### config.mk
export PLATFORM = sky130hd
export DESIGN_NAME = irq_moderator
export DESIGN_NICKNAME = d
export VERILOG_FILES = /design/src/rtl/irqm_pkg.sv /design/src/rtl/irqm_prescaler.sv /design/src/rtl/irqm_channel.sv /design/src/rtl/irq_moderator.sv
export SDC_FILE = /design/constraint.sdc
export NUM_CORES = 1
export LEC_CHECK = 0
export BUFFER_PORTS_ARGS = -buffer_cell sky130_fd_sc_hd__buf_2
export CAP_MARGIN = 25
export CORE_UTILIZATION = 39
export DETAILED_ROUTE_END_ITERATION = 10
export SLEW_MARGIN = 20
export SYNTH_ARGS = -nofsm -noshare
export SYNTH_HDL_FRONTEND = slang
export SYNTH_SLANG_ARGS = --single-unit
### constraint.sdc
create_clock -name clk -period 4.4 [get_ports clk]
set_clock_uncertainty 0.1 [all_clocks]
set_input_delay 0.88 -clock clk [delete_from_list [all_inputs] [get_ports clk]]
set_output_delay 0.88 -clock clk [all_outputs]
set_load 0.01 [all_outputs]
### src/rtl/irqm_pkg.sv
package irqm_pkg;

    typedef enum logic [1:0] {
        CH_IDLE  = 2'd0,
        CH_COUNT = 2'd1,
        CH_HELD  = 2'd2
    } ch_state_t;

endpackage

### src/rtl/irqm_prescaler.sv
module irqm_prescaler #(
    parameter int RES_W = 8
) (
    input  logic             clk,
    input  logic             rst_n,
    input  logic             base_tick,
    input  logic [RES_W-1:0] res_val,
    output logic             unit_tick
);

    logic [RES_W-1:0] div_q;
    logic [RES_W-1:0] res_q;
    logic             res_chg;

    assign res_chg   = (res_val != res_q);
    assign unit_tick = base_tick && !res_chg && (div_q == res_q);

    // Divider count: restarts from zero on any resolution change
    always_ff @(posedge clk or negedge rst_n) begin
        if (!rst_n) begin
            div_q <= '0;
            res_q <= '0;
        end else if (res_chg) begin
            div_q <= '0;
            res_q <= res_val;
        end else if (base_tick) begin
            div_q <= unit_tick ? '0 : div_q + 1'b1;
        end
    end

endmodule

### src/rtl/irqm_channel.sv
module irqm_channel
    import irqm_pkg::*;
#(
    parameter int IVL_W = 8
) (
    input  logic             clk,
    input  logic             rst_n,
    input  logic             unit_tick,
    input  logic [IVL_W-1:0] ivl_val,
    input  logic             req,
    input  logic             flush,
    output logic             irq
);

    localparam logic [IVL_W-1:0] ONE = IVL_W'(1);

    ch_state_t        state_q, state_d;
    logic [IVL_W-1:0] cnt_q, cnt_d;
    logic             fire;
    logic             bypass;
    logic             last_unit;
    logic             irq_q;

    assign bypass    = (ivl_val == '0);
    assign last_unit = unit_tick && (cnt_q == ONE);

    // Next-state and counter decision
    always_comb begin
        state_d = state_q;
        cnt_d   = cnt_q;
        fire    = 1'b0;
        unique case (state_q)
            CH_IDLE: begin
                if (req) fire = 1'b1;
            end
            CH_COUNT: begin
                if (req && (last_unit || flush || bypass)) begin
                    fire = 1'b1;
                end else if (bypass) begin
                    state_d = CH_IDLE;
                    cnt_d   = '0;
                end else begin
                    if (unit_tick) cnt_d = cnt_q - 1'b1;
                    if (req)            state_d = CH_HELD;
                    else if (last_unit) state_d = CH_IDLE;
                end
            end
            CH_HELD: begin
                if (last_unit || flush || bypass) fire = 1'b1;
                else if (unit_tick)               cnt_d = cnt_q - 1'b1;
            end
            default: begin
                state_d = CH_IDLE;
                cnt_d   = '0;
            end
        endcase
        if (fire) begin
            cnt_d   = ivl_val;
            state_d = bypass ? CH_IDLE : CH_COUNT;
        end
    end

    // State register
    always_ff @(posedge clk or negedge rst_n) begin
        if (!rst_n) begin
            state_q <= CH_IDLE;
            cnt_q   <= '0;
        end else begin
            state_q <= state_d;
            cnt_q   <= cnt_d;
        end
    end

    // Output register
    always_ff @(posedge clk or negedge rst_n) begin
        if (!rst_n) irq_q <= 1'b0;
        else        irq_q <= fire;
    end

    assign irq = irq_q;

endmodule

### src/rtl/irq_moderator.sv
module irq_moderator #(
    parameter int NUM_CH = 4,
    parameter int RES_W  = 8,
    parameter int IVL_W  = 8
) (
    input  logic                    clk,
    input  logic                    rst_n,
    input  logic                    base_tick,
    input  logic [RES_W-1:0]        res_val,
    input  logic [NUM_CH*IVL_W-1:0] ivl_val,
    input  logic [NUM_CH-1:0]       req_pend,
    input  logic                    mod_flush,
    output logic [NUM_CH-1:0]       irq_pulse
);

    logic unit_tick;

    irqm_prescaler #(.RES_W(RES_W)) u_presc (
        .clk       (clk),
        .rst_n     (rst_n),
        .base_tick (base_tick),
        .res_val   (res_val),
        .unit_tick (unit_tick)
    );

    for (genvar i = 0; i < NUM_CH; i++) begin : g_ch
        irqm_channel #(.IVL_W(IVL_W)) u_ch (
            .clk       (clk),
            .rst_n     (rst_n),
            .unit_tick (unit_tick),
            .ivl_val   (ivl_val[i*IVL_W +: IVL_W]),
            .req       (req_pend[i]),
            .flush     (mod_flush),
            .irq       (irq_pulse[i])
        );
    end

endmodule

==> flow_metrics.env <==
export IMPL_status="complete, no violations"
export IMPL_track_usage_pct=19.8
export IMPL_drv_cap=0
export IMPL_end_kind="flip-flop"
export IMPL_reg2reg_depth=8
export IMPL_core_um2=10400
export IMPL_critPathLaunchType="input pin"
export IMPL_yosys_area_top_type_share_pct=35.5
export IMPL_drt_iter0_markers=198
export IMPL_async_reset_ff_share_pct=100
export IMPL_cts_buffer_depth=2
export IMPL_drive_above_1_share_pct=15.8
export IMPL_hold_viol_final=0
export IMPL_slowest_delay_ns=0.53
export IMPL_fin_crit_sh_pct=76.7
export IMPL_worstReg2RegStart="u_presc.div_q[2]"
export IMPL_diodes=0
export IMPL_die_y_um=106
export IMPL_yosysMostFrequentCell="dfrtp_1"
export IMPL_area_delta_synth_final_pct=11.7
export IMPL_cp_max_fo=11
export IMPL_clk_pin_slew_ns=0.07
export IMPL_crit_type="input pin to flip-flop"
export IMPL_hold_path_endpoint="g_ch[2].u_ch.cnt_q[1]"
export IMPL_final_core_util_pct=45.3
export IMPL_cts_setup_buffers=0
export IMPL_critPathTopFamily="simple AND/OR/NAND/NOR gates"
export IMPL_finalPower_mw=2.70
export IMPL_tightest_slew_ns=0.762
export IMPL_worstPathCellList="buf_2 -> xor2_1 -> nor4_1 -> and4_1 -> a41o_1 -> a32oi_1 -> inv_1 -> a211oi_1 -> a221o_1"
export IMPL_max_freq_mhz=296
export IMPL_row_count=37
export IMPL_clkSinkCount=60
export IMPL_ys_flop_type="dfrtp_1"
export IMPL_root_buffer="clkbuf_8"
export IMPL_synth_edf_count=0
export IMPL_cts_tree="yes"
export IMPL_power_leakage_nw=2.05
export IMPL_reg2reg_to="g_ch[0].u_ch.cnt_q[3]"
export IMPL_ys_ff_latch=60
export IMPL_period_minus_slack_ns=3.37
export IMPL_fin_hold_ws_ns=0.412
export IMPL_cts_resized=0
export IMPL_grt_pass1_wl_um=17600
export IMPL_finalSetupViolations=0
export IMPL_drc=0
export IMPL_wirelength_um=10600
export IMPL_dieArea_um2=11300
export IMPL_slew_headroom_pct=49.2
export IMPL_netlist_instances=481
export IMPL_ant_nets=0
export IMPL_rsz0062_at_grt="false"
export IMPL_synth_top_area_cell="dfrtp_1"
export IMPL_htree_levels=3
export IMPL_antenna_found_initial=0
export IMPL_synth_net_count=554
export IMPL_gp_congestion=0.817
export IMPL_hold_path_class="flip-flop to flip-flop"
export IMPL_grt_pass1_vias=3660
export IMPL_fin_tns_setup_ns=0
export IMPL_arrival_ns=3.50
export IMPL_min_from="g_ch[2].u_ch.cnt_q[1]"
export IMPL_worst_path_buf_inv=2
export IMPL_port_buffers=51
export IMPL_avgSynthCellArea_um2=8.78
export IMPL_critical_path_required_ns=4.53
export IMPL_seq_area_frac_synth_pct=35.5
export IMPL_boundaryPins=52
export IMPL_crit_slowest_cell="and4_1"
export IMPL_dp_hpwl_um=7740
export IMPL_yosys_warnings=0
export IMPL_ys_types=67
export IMPL_cts_hold_buf=0
export IMPL_via_count=3918
export IMPL_clk_latency_ns=0.34
export IMPL_yosys_top_cells_count="dfrtp_1 (60), nand2_1 (44), nor2_1 (33)"
export IMPL_wl_per_cell_um=16.0
export IMPL_hold_depth=1
export IMPL_die_w_um=106
export IMPL_vdd_ir_drop_max_mv=0.201
export IMPL_cts_buffers=9
export IMPL_firstDrtPassIters=5
export IMPL_grt_overflow_total=0
export IMPL_fin_nets=595
export IMPL_avgViaCountPerCell=5.93
export IMPL_grt_max_degree=33
export IMPL_p_per_area_nw_per_um2=573
export IMPL_drv_slew=0
export IMPL_r2r_slack_ns=1.15
export IMPL_syn_area_um2=4220
export IMPL_initial_utilization_pct=40.6
export IMPL_synth_area_top_cells="dfrtp_1 (36%), ha_1 (7.4%), xor2_1 (4.8%)"
==> registers in the layout, indices dropped and copies added (netlist names) <==
register           count
u_presc.res_q          8
g_ch.u_ch.state_q      8
g_ch.u_ch.irq          4
u_presc.div_q          8
g_ch.u_ch.cnt_q       32
==> stage by stage <==
step	cells	worst slack (ns)	cell area, um^2
after floorplan	481	1.35	4220
after CTS	661	1.10	4720
final	661	1.03	4720
after global placement	647	0.857	4560
after global routing	661	0.844	4720
after detailed placement	647	0.746	4560
==> layer usage <==
layer | GRT usage, % | part of all wire, %
met1 | 26.8 | 46
met2 | 30.6 | 46
met3 | 4.41 | 6.0
met4 | 8.23 | 1.8
met5 | 0 | 0
==> final cells by class <==
cell class,instances,area [um^2]
fillers,1029,5700
multi-input cells,368,2500
flip-flops and latches,60,1500
repair buffers,55,285
well taps,136,170
clock buffers,11,141
inverters,28,105
clock inverters,3,15.0
==> cells by family (layout without fill, tap and decap cells) <==
logic type / count (synthesis) / count (layout) / synth area share (%)
AOI/OAI and AO/OA: 146 / 146 / 25.5
xor gates and xnor gates: 25 / 25 / 5.18
buffers and inverters: 53 / 97 / 5.36
and+or+nand+nor: 171 / 171 / 20.7
DFF: 60 / 60 / 35.5
muxes: 1 / 1 / 0.267
adders and majority gates: 25 / 25 / 7.41
==> worst max-delay path by stage <==
stage          startpoint               endpoint  slack, ns  cells after the start
2_1_floorplan  res_val[3]  g_ch[1].u_ch.cnt_q[5]       1.35                      8
3_3_place_gp   res_val[3]  g_ch[0].u_ch.cnt_q[3]       0.86                      9
3_5_place_dp   res_val[3]  g_ch[0].u_ch.cnt_q[3]       0.75                      9
4_1_cts        res_val[3]  g_ch[0].u_ch.cnt_q[3]       1.10                      9
5_1_grt        res_val[3]  g_ch[0].u_ch.cnt_q[3]       0.84                      9
6_report       res_val[3]  g_ch[0].u_ch.cnt_q[3]       1.03                      9
==> cells in the final DEF (no fill, tap or decap), types with 3 or more instances in the layout <==
master	n
or3_1	7
inv_1	27
nor2_1	32
a221o_1	5
nand3_1	16
clkbuf_8	10
clkinv_2	3
o31ai_1	6
ha_1	25
and2_1	5
nand2_1	44
nor3_1	15
nor2b_1	6
o211ai_1	15
a22oi_1	6
o21ai_0	29
buf_2	51
dfrtp_1	60
a31oi_1	11
buf_4	4
o21a_1	5
nand4_1	11
o31a_1	4
a21oi_1	19
or4_1	4
nor4_1	16
o311ai_0	7
and3_1	4
xor2_1	23
a21o_1	6
==> report_power, final <==
part           total (mW)  switching, mW  internal (mW)
Clock               0.429          0.219          0.211
Sequential          0.890          0.166          0.724
Combinational        1.39          0.835          0.551
Total                2.70           1.22           1.48
Power figures use the tool's default switching activity.
